[src/rtl/csb_pkg.sv]
package csb_pkg;
  localparam int CNT_W = 24;
  typedef logic [CNT_W-1:0] cnt_t;
  typedef enum logic [2:0] {S_IDLE, S_PTR, S_CHUNK, S_BLK, S_SEG1, S_SEG2, S_NXT} st_t;

  function automatic cnt_t f_min(cnt_t a, cnt_t b);
    return (a < b) ? a : b;
  endfunction

  // distance behind the write offset, folded into the ring
  function automatic cnt_t f_rewind(cnt_t wr, cnt_t ring, cnt_t pre);
    return (wr < pre) ? ring - (pre - wr) : wr - pre;
  endfunction

  function automatic cnt_t f_fill(cnt_t rd, cnt_t wr, cnt_t ring);
    return (rd <= wr) ? wr - rd : ring + wr - rd;
  endfunction

  function automatic cnt_t f_wrap(cnt_t x, cnt_t ring);
    return (x >= ring) ? x - ring : x;
  endfunction
endpackage

[src/rtl/csb_ring_calc.sv]
module csb_ring_calc
  import csb_pkg::*;
#(
  parameter int AW       = 32,
  parameter int RING_USE = 131068,
  parameter int PRE      = 65536
) (
  input  logic [AW-1:0] ptr_word,
  input  cnt_t          rd_off,
  input  logic          rewind,
  output cnt_t          wr_off,
  output logic          ptr_ok,
  output cnt_t          start_rd,
  output cnt_t          fill
);
  logic [AW-1:0] zb;

  always_comb begin
    zb       = ptr_word - AW'(4);
    ptr_ok   = zb < AW'(RING_USE);
    wr_off   = zb[CNT_W-1:0];
    start_rd = rewind ? f_rewind(wr_off, cnt_t'(RING_USE), cnt_t'(PRE)) : rd_off;
    fill     = f_fill(start_rd, wr_off, cnt_t'(RING_USE));
  end
endmodule

[src/rtl/csb_dst_split.sv]
module csb_dst_split
  import csb_pkg::*;
(
  input  cnt_t beg,
  input  cnt_t fin,
  input  cnt_t dst_size,
  input  cnt_t frame,
  input  cnt_t dst_off,
  output logic bad,
  output cnt_t src,
  output cnt_t len1,
  output cnt_t len2
);
  cnt_t cap, span, len;
  logic trunc, wrap;

  always_comb begin
    cap   = dst_size - frame;
    span  = fin - beg;
    bad   = (dst_size < (frame << 1)) || (beg > fin);
    trunc = span > cap;
    len   = trunc ? cap : span;
    src   = trunc ? fin - cap : beg;
    wrap  = (dst_off + len) > dst_size;
    len1  = wrap ? dst_size - dst_off : len;
    len2  = wrap ? len - len1 : '0;
  end
endmodule

[src/rtl/capture_ring_streamer.sv]
module capture_ring_streamer
  import csb_pkg::*;
#(
  parameter int          AW            = 32,
  parameter int          RING_BYTES    = 131072,
  parameter int          PREROLL_BYTES = 65536,
  parameter logic [31:0] BASE_ADDR     = 32'h6003_0000
) (
  input  logic             clk,
  input  logic             rst_n,
  input  logic             tick_i,
  input  logic             trigger_i,
  input  logic [CNT_W-1:0] cfg_dst_bytes_i,
  input  logic [CNT_W-1:0] cfg_period_bytes_i,
  input  logic [CNT_W-1:0] cfg_frame_bytes_i,
  output logic             rd_req_o,
  output logic [AW-1:0]    rd_addr_o,
  output logic [CNT_W-1:0] rd_len_o,
  input  logic             rd_done_i,
  input  logic [AW-1:0]    rd_data_i,
  output logic             dst_wr_o,
  output logic [CNT_W-1:0] dst_wr_off_o,
  output logic             busy_o,
  output logic             period_o,
  output logic             err_o,
  output logic [CNT_W-1:0] rd_off_o,
  output logic [CNT_W-1:0] dst_off_o
);
  localparam int   USE   = RING_BYTES - 4;
  localparam cnt_t USE_C = cnt_t'(USE);
  localparam logic [AW-1:0] DATA_BASE = AW'(BASE_ADDR) + AW'(4);

  st_t  state;
  cnt_t rd_off, dst_off, acc, remain, chunk, tgt;
  cnt_t blk_beg, blk_end, seg_src, seg_len1, seg_len2;
  logic blk_sel, trig_pend, period_q, err_q;

  // named internal events for the assertions
  cnt_t wr_off, start_rd, fill, c_chunk;
  logic ptr_ok, sp_bad;
  cnt_t sp_src, sp_len1, sp_len2;

  csb_ring_calc #(.AW(AW), .RING_USE(USE), .PRE(PREROLL_BYTES)) i_ring (
    .ptr_word(rd_data_i), .rd_off(rd_off), .rewind(trig_pend),
    .wr_off(wr_off), .ptr_ok(ptr_ok), .start_rd(start_rd), .fill(fill)
  );

  csb_dst_split i_split (
    .beg(blk_beg), .fin(blk_end), .dst_size(cfg_dst_bytes_i),
    .frame(cfg_frame_bytes_i), .dst_off(dst_off),
    .bad(sp_bad), .src(sp_src), .len1(sp_len1), .len2(sp_len2)
  );

  assign c_chunk = f_min(remain, cfg_period_bytes_i - acc);

  always_comb begin
    rd_req_o     = (state == S_PTR) || (state == S_SEG1) || (state == S_SEG2);
    rd_addr_o    = AW'(BASE_ADDR);
    rd_len_o     = cnt_t'(4);
    dst_wr_off_o = dst_off;
    if (state == S_SEG1) begin
      rd_addr_o = DATA_BASE + AW'(seg_src);
      rd_len_o  = seg_len1;
    end else if (state == S_SEG2) begin
      rd_addr_o    = DATA_BASE + AW'(seg_src + seg_len1);
      rd_len_o     = seg_len2;
      dst_wr_off_o = '0;
    end
    dst_wr_o = rd_done_i && ((state == S_SEG1) || (state == S_SEG2));
  end

  assign busy_o    = state != S_IDLE;
  assign period_o  = period_q;
  assign err_o     = err_q;
  assign rd_off_o  = rd_off;
  assign dst_off_o = dst_off;

  always_ff @(posedge clk or negedge rst_n) begin
    if (!rst_n) begin
      state <= S_IDLE;   rd_off <= '0;   dst_off <= '0;  acc <= '0;
      remain <= '0;      chunk <= '0;    tgt <= '0;      blk_beg <= '0;
      blk_end <= '0;     seg_src <= '0;  seg_len1 <= '0; seg_len2 <= '0;
      blk_sel <= 1'b0;   trig_pend <= 1'b0;
      period_q <= 1'b0;  err_q <= 1'b0;
    end else begin
      period_q <= 1'b0;
      err_q    <= 1'b0;
      case (state)
        S_IDLE: if (tick_i || trigger_i) state <= S_PTR;
        S_PTR: if (rd_done_i) begin
          if (!ptr_ok) begin
            err_q <= 1'b1;
            state <= S_IDLE;
          end else begin
            rd_off    <= start_rd;
            remain    <= fill;
            trig_pend <= 1'b0;
            state     <= S_CHUNK;
          end
        end
        S_CHUNK: begin
          if (remain == '0) state <= S_IDLE;
          else begin
            chunk   <= c_chunk;
            tgt     <= rd_off + c_chunk;
            blk_beg <= rd_off;
            blk_end <= f_min(rd_off + c_chunk, USE_C);
            blk_sel <= 1'b0;
            state   <= S_BLK;
          end
        end
        S_BLK: begin
          if (sp_bad) begin
            err_q <= 1'b1;
            state <= S_IDLE;
          end else if (blk_beg == blk_end) state <= S_NXT;
          else begin
            seg_src  <= sp_src;
            seg_len1 <= sp_len1;
            seg_len2 <= sp_len2;
            state    <= S_SEG1;
          end
        end
        S_SEG1: if (rd_done_i) begin
          dst_off <= (dst_off + seg_len1 == cfg_dst_bytes_i) ? '0 : dst_off + seg_len1;
          state   <= (seg_len2 != '0) ? S_SEG2 : S_NXT;
        end
        S_SEG2: if (rd_done_i) begin
          dst_off <= seg_len2;
          state   <= S_NXT;
        end
        S_NXT: begin
          if (!blk_sel && tgt >= USE_C) begin
            blk_beg <= '0;
            blk_end <= tgt - USE_C;
            blk_sel <= 1'b1;
            state   <= S_BLK;
          end else begin
            rd_off <= f_wrap(tgt, USE_C);
            remain <= remain - chunk;
            if (acc + chunk >= cfg_period_bytes_i) begin
              acc      <= '0;
              period_q <= 1'b1;
            end else acc <= acc + chunk;
            state <= S_CHUNK;
          end
        end
        default: state <= S_IDLE;
      endcase
      if (trigger_i) trig_pend <= 1'b1;
    end
  end

  assert_src_in_ring_R5: assert property (@(posedge clk) disable iff (!rst_n)
    (state == S_SEG1) |-> (seg_src + seg_len1 + seg_len2 <= USE_C));
  assert_dst_fits_R8: assert property (@(posedge clk) disable iff (!rst_n)
    (state == S_SEG1) |-> (dst_off + seg_len1 <= cfg_dst_bytes_i));
  assert_trunc_cap_R7: assert property (@(posedge clk) disable iff (!rst_n)
    (state == S_SEG1) |-> (seg_len1 + seg_len2 <= cfg_dst_bytes_i - cfg_frame_bytes_i));
  assert_rd_off_range_R3: assert property (@(posedge clk) disable iff (!rst_n)
    rd_off < USE_C);
  assert_period_single_R6: assert property (@(posedge clk) disable iff (!rst_n)
    period_o |=> !period_o);
  assert_start_cause_R10: assert property (@(posedge clk) disable iff (!rst_n)
    $rose(busy_o) |-> $past(tick_i || trigger_i));
  assert_err_idle_R2: assert property (@(posedge clk) disable iff (!rst_n)
    err_o |-> !busy_o);
endmodule

[config.mk]
export PLATFORM = sky130hd
export DESIGN_NAME = capture_ring_streamer
export DESIGN_NICKNAME = d
export VERILOG_FILES = /design/src/rtl/csb_pkg.sv /design/src/rtl/csb_ring_calc.sv /design/src/rtl/csb_dst_split.sv /design/src/rtl/capture_ring_streamer.sv
export SDC_FILE = /design/constraint.sdc
export NUM_CORES = 2
export LEC_CHECK = 0
export ABC_AREA = 0
export BUFFER_PORTS_ARGS = -buffer_cell sky130_fd_sc_hd__buf_2
export CAP_MARGIN = 10
export CORE_MARGIN = 10
export CORE_UTILIZATION = 45
export DETAILED_ROUTE_END_ITERATION = 7
export PLACE_DENSITY = 0.69
export SYNTH_ARGS = -nofsm -noshare
export SYNTH_HDL_FRONTEND = slang
export SYNTH_SLANG_ARGS = --single-unit
[constraint.sdc]
create_clock -name clk -period 15.4 [get_ports clk]
set_input_delay 4.62 -clock clk [delete_from_list [all_inputs] [get_ports clk]]
set_output_delay 4.62 -clock clk [all_outputs]
set_load 0.01 [all_outputs]
* Word-level counts from Yosys, hierarchy flattened
Index checks and enable logic that the tools add are counted.
Storage, ports and cells: bits in registers 271, latch bits 0, memory bits (writable) 0, ROM bits 0, output and inout port bits 133, word-level logic and storage cells 155, memories 0
Cells by class: $add $sub $neg 22, multipliers 0, divide/modulo/power cells 0, $lt $le $gt $ge 11, equal/unequal tests 16, shifts and indexed selects 0, mux-type cells 60, bitwise operators 4, reduce and logical (&&, ||, !) cells 26
Operators by type and width (count):
- two-way mux 24 bit | 28
- one-hot mux 24 bit (2 select lines) | 5
- subtractor 24 bit | 9
- adder 24 bit | 4
- greater-than comparator 24 bit | 3
- two-way mux 32 bit | 2
- equality test 24 bit | 2
- less-than comparator 24 x 17 -> 1 bit, second input constant | 2
- less-than comparator 24 bit | 2
- subtractor 17 x 24 -> 24 bit, first input constant | 2
- subtractor 24 x 17 -> 24 bit, second input constant | 2
- adder 31 x 24 -> 32 bit, first input constant | 1
- adder 31 x 25 -> 32 bit, first input constant | 1
- less-than comparator 32 x 17 -> 1 bit, second input constant | 1
- subtractor 32 x 3 -> 32 bit, second input constant | 1
- adder 24 x 24 -> 25 bit | 1
- adder 17 x 24 -> 24 bit, first input constant | 1
- greater-or-equal comparator 24 x 17 -> 1 bit, second input constant | 1
- greater-or-equal comparator 24 bit | 1
- <= comparator 24 bit | 1
- logical NOT 24 bit | 1
- nonzero test 24 bit | 1
- one-hot mux 3 bit (7 select lines) | 1
- inequality test 2 bit, second input constant | 8
- 17 further kinds | 58

* Depth between registers and ports, before layout
depth in word-level cells 10, gate-level depth with buffers 77, depth with buffers taken out 72

* Modules after synthesis
From an unflattened synthesis, not the netlist that was laid out.
Unflattened totals: cell total of the unflattened synthesis 4647, area, all modules 36202.2 µm²
By module, submodules not included:
- capture_ring_streamer | instances 1, cells each 2523, area each 21662.0 µm²
- csb_dst_split | instances 1, cells each 1462, area each 9997.1 µm²
- csb_ring_calc | instances 1, cells each 662, area each 4543.1 µm²

* Worst setup path after synthesis
Ideal clock, no wire load.
path kind input port to flip-flop, start input port cfg_frame_bytes_i[7], end register seg_len2[20], library setup time 0.143 ns, arrival time 16.844 ns, required time 15.257 ns, path slack -1.587 ns, cell stages on the path 70, path buffers 5, cells stage by stage inv_1 ha_1 and3_1 and3_1 a21oi_1 a21oi_2 nand2_1 nand2_1 o211a_1 o21ai_0 nand2_1 and2_1 o21ai_0 nand2b_1 a21o_1 a21oi_1 xnor2_1 ha_1 [34 not listed] clkbuf_1 clkbuf_1 clkbuf_1 nor2_1 a21oi_1 inv_1 fa_1 o211ai_1 nand3_1 a221oi_2 nand4_1 a221oi_1 nor3_2 a211oi_2 a2111oi_1 nor3_2 mux2i_1 o221ai_1
Between the ends: longest elaborated chain between the ends 8, elaborated cells between the ends (all ways) 12, classes of those cells add/sub: 3; order compare: 3; mux: 3; bitwise: 1; reduce/logical: 2
Ends and longest elaborated chain:
- start, declared | line capture_ring_streamer.sv:15 | input logic [CNT_W-1:0] cfg_frame_bytes_i,
- subtractor 24 bit (*) | line csb_dst_split.sv:18 | cap = dst_size - frame;
- greater-than comparator 24 bit | line csb_dst_split.sv:21 | trunc = span > cap;
- two-way mux 24 bit (*) | line csb_dst_split.sv:22 | len = trunc ? cap : span;
- adder 24 bit | line csb_dst_split.sv:24 | wrap = (dst_off + len) > dst_size;
- greater-than comparator 24 bit | line csb_dst_split.sv:24
- two-way mux 24 bit (*) | line csb_dst_split.sv:25 | len1 = wrap ? dst_size - dst_off : len;
- net i_split.len1[1] | line csb_dst_split.sv:11 | output cnt_t len1,
- subtractor 24 bit (*) | line csb_dst_split.sv:26 | len2 = wrap ? len - len1 : '0;
- two-way mux 24 bit (*) | line csb_dst_split.sv:26
- end signal, assigned | line capture_ring_streamer.sv:120 | seg_len2 <= sp_len2;
- end, declared | line capture_ring_streamer.sv:35 | cnt_t blk_beg, blk_end, seg_src, seg_len1, seg_len2;
The timed path passes the listed nets; every way through them passes the cells marked *. A chain may end at the register's enable or synchronous reset.

* Final worst setup path
start input port cfg_frame_bytes_i[10], end register seg_len2[20]
Same word-level chain as after synthesis.

==> parameters.txt <==
Parameter                              Value

Worst hold path
  Worst Hold Path EP    tgt[1]
  Worst hold stages    2
  Worst hold start    tgt[1]
  Worst min-delay path class    reg2reg

Synthesis
  Synth top area share    approximately 20%
  Largest cells by area after synthesis    sky130_fd_sc_hd__dfrtp_1 (21%), sky130_fd_sc_hd__ha_1 (18%), sky130_fd_sc_hd__xnor2_1 (7.1%)
  Cell Area, Synth    33000 um2
  Synthesis-stage register bit count    between 200 and 300
  Synthesized-area fraction occupied by xor and xnor cells    under 10%
  Number of enable-type register cells in the synthesized netlist    0
  Sequential-to-total area share from yosys stat    20.6%
  Fraction of the mapped netlist area in adder cells    approximately a fifth
  Post-synthesis compound-gate area fraction    between 20 and 25%
  Cells after Synth    4300
  Library cell with the highest instance count after synthesis    sky130_fd_sc_hd__ha_1
  Cell accounting for the most synthesized area    sky130_fd_sc_hd__dfrtp_1
  Warning count from the yosys run    0
  Distinct cells, synth    90
  Fraction of synthesis flops using an asynchronous set or reset pin    100%
  Average size of a mapped cell    approximately 7.7 um2
  Mux share of post-synthesis cell area    under 10%
  Commonest cells in the netlist    sky130_fd_sc_hd__ha_1 (475), sky130_fd_sc_hd__inv_1 (463), sky130_fd_sc_hd__nand2_1 (430), sky130_fd_sc_hd__o21ai_0 (400), sky130_fd_sc_hd__a21oi_1 (338)
  Dominant register cell in the synthesized netlist    sky130_fd_sc_hd__dfrtp_1
  Simple-gate portion of the synthesized area    ~17%
  Main combinational cell family by area after synthesis    compound AO/OA/AOI/OAI gates

Global route
  Via count of the first global-routing pass    approximately 32000
  GRT overflow    0
  Number of antenna violations at the first check in global routing    2
  Pin count of the biggest net entering global routing    around 100
  First-pass GRT wire length    approximately 170000 um
  All-layer global routing usage    25.3%

STA
  Final cycle utilization of the critical path    around 100%
  Final Setup Violations    0
  Max-Slew Margin vs Limit    about a quarter
  Setup clock skew after layout    roughly 28 ps
  Sum of negative setup slack    0 ps
  F_max    about 65 MHz
  Count of pins over their slew limit    0
  RSZ-0062 raised after global routing    yes
  Min setup slack post-route    72.3 ps
  Final Critical Period    around 15000 ps
  Fin. Hold Viols    0
  Tightest Pin Transition    around 1100 ps

Critical path
  Reg2Reg Launch Point    blk_end[1]
  Worst path buffer plus inverter count    8
  WS Path Type    in2reg
  Path depth of the worst reg2reg path    68
  Required time at the worst-slack endpoint    between 15000 and 20000 ps
  Critical path endpoint category    flop
  Largest fanout of any net on the critical path    7
  Category of the worst setup path launch point    primary input
  Delay of the slowest cell on the worst path    440 ps
  Path length in cells of the critical path    slightly below 70
  Critical path arrival    about 16000 ps
  Slowest stage cell, crit path    sky130_fd_sc_hd__a2111o_1
  R2R Setup Slk    ~3200 ps
  Worst R2R End    seg_len2[20]
  Critical path's top delay family    compound AO/OA/AOI/OAI gates
  Top cell by count, worst path    sky130_fd_sc_hd__a21oi_1

Placement
  Sum of net half-perimeters after detailed placement    about 90000 um
  Pre-CTS worst setup slack    -789 ps
  Final weighted congestion in routability-driven placement    between 0.9 and 1
  Count of input and output buffers    between 200 and 250
  Cell Area, Placed    between 30000 and 40000 um2

Die
  DIE WIDTH    ~290 um
  DIE HEIGHT    291 um
  Core region area    approximately 73000 um2
  Number of I/O pins    242
  Number of rows created at floorplan    99
  Area of the die    84500 um2
  Starting Density    between 40% and 50%

Clocking
  Deepest clock path buffer count    3
  Clock Sinks    271
  Clock network latency to the later pin of the worst-skew pair    a little under 600 ps
  CTS clk-pin slew, worst paths    ~60 ps
  Library cell used as clock root buffer    sky130_fd_sc_hd__clkbuf_16
  H-Tree Depth    2
  Clock tree from TritonCTS    yes
  Number of buffers created by CTS    37
  CTS hold repair buffers    0

Flow run
  Maximum Capacitance Violations    0

Drt
  Remaining routing DRC violations    0
  Post-route antenna net violation count    0
  DR pass1 iterations    6
  Via/cell ratio    around 5.7
  Total via count after detailed routing    roughly 33000
  Initial DRC Count    2460
  Routed wirelength normalized by instance count    19.7 um
  Detailed Route WL    ~110000 um

Layout
  Fin area    between 30000 and 40000 um2
  Area growth from synthesis to layout    19.1%
  Share of layout cells above drive strength 1    16.1%
  Number of antenna diodes    0
  Count of nets after finishing    approximately 5300

Outcome
  Status    complete, no violations
-- flip-flops by register name (all words and copies together), names as in the netlist --
| signal | cells |
|---|---|
| remain | 24 |
| blk_sel | 1 |
| blk_beg | 24 |
| acc | 24 |
| seg_src | 24 |
| blk_end | 24 |
| seg_len2 | 24 |
| seg_len1 | 24 |
| rd_off_o | 24 |
| err_o | 1 |
| trig_pend | 1 |
| chunk | 24 |
| dst_off_o | 24 |
| tgt | 24 |
| state | 3 |
| period_o | 1 |
-- what timing repair did --
action                                  in CTS  in global routing
endpoints found under the setup margin       8                 24
setup buffers                                4                 23
gates resized for setup                      9                111
pin swaps                                    9                106
-- layout make-up --
class | count | area [um2]
clock buffer | 49 | 1060
clock inverter | 18 | 354
fill | 6933 | 33600
inverter | 464 | 1750
multi-input combinational | 3427 | 24700
sequential | 271 | 6780
tap | 959 | 1200
timing repair buffer | 522 | 3430
-- cells in the final DEF, fill, tap and decap left out, types with 56 or more instances in the layout --
| master | n |
|---|---|
| sky130_fd_sc_hd__ha_1 | 462 |
| sky130_fd_sc_hd__inv_1 | 456 |
| sky130_fd_sc_hd__nand2_1 | 425 |
| sky130_fd_sc_hd__o21ai_0 | 379 |
| sky130_fd_sc_hd__a21oi_1 | 307 |
| sky130_fd_sc_hd__nor2_1 | 296 |
| sky130_fd_sc_hd__buf_4 | 276 |
| sky130_fd_sc_hd__dfrtp_1 | 271 |
| sky130_fd_sc_hd__xnor2_1 | 266 |
| sky130_fd_sc_hd__buf_2 | 230 |
| sky130_fd_sc_hd__xor2_1 | 100 |
| sky130_fd_sc_hd__a21o_1 | 92 |
| sky130_fd_sc_hd__nand3_1 | 89 |
| sky130_fd_sc_hd__nor3_1 | 69 |
| sky130_fd_sc_hd__and3_1 | 67 |
| sky130_fd_sc_hd__o21bai_1 | 56 |
-- worst max-delay path by stage --
stage	from	slack, ps	endpoint
after floorplan	cfg_dst_bytes_i[1]	-250	seg_len2[20]
after global placement	cfg_frame_bytes_i[1]	-540	seg_len2[20]
after detailed placement	cfg_dst_bytes_i[0]	-790	seg_len2[18]
after CTS	cfg_frame_bytes_i[1]	7	seg_len2[18]
after global routing	cfg_frame_bytes_i[5]	-580	seg_len2[20]
final	cfg_frame_bytes_i[10]	70	seg_len2[20]
-- per-stage QoR --
stage | instances | util [%] | hold WS (ps)
2_1_floorplan | 4304 | - | 446
3_3_place_gp | 5618 | 50.9 | 458
3_5_place_dp | 5618 | 50.9 | 467
4_1_cts | 5689 | 53.0 | 482
5_1_grt | 5710 | 53.9 | 509
6_report | 5710 | 53.9 | 480
-- worst register-to-register path, delay by kind of cell (launching register included) --
kind | cells | cell delay (ps)
xor gates and xnor gates | 2 | 460
muxes | 1 | 210
adders and majority gates | 5 | 1670
DFF | 1 | 470
AOI/OAI and AO/OA | 38 | 6180
buffers and inverters | 6 | 820
and+or+nand+nor | 16 | 2290
-- logic make-up (layout without fill, tap and decap cells) --
logic type | count (synthesis) | count (layout)
AOI/OAI and AO/OA | 1300 | 1300
and+or+nand+nor | 1212 | 1212
buffers and inverters | 606 | 1053
adders and majority gates | 500 | 500
xor gates and xnor gates | 368 | 368
DFF | 271 | 271
muxes | 41 | 41
other | 2 | 6
-- per-layer routing --
| metal | part of all wire [%] | track usage, % |
|---|---|---|
| met1 | 45 | 33.6 |
| met2 | 45 | 41.3 |
| met4 | 3.6 | 9.02 |
| met5 | 0.015 | 0 |
| met3 | 6.6 | 3.66 |
Power is not shown: default switching activity piles up to over one toggle a cycle in this logic, so the estimate is an artifact.
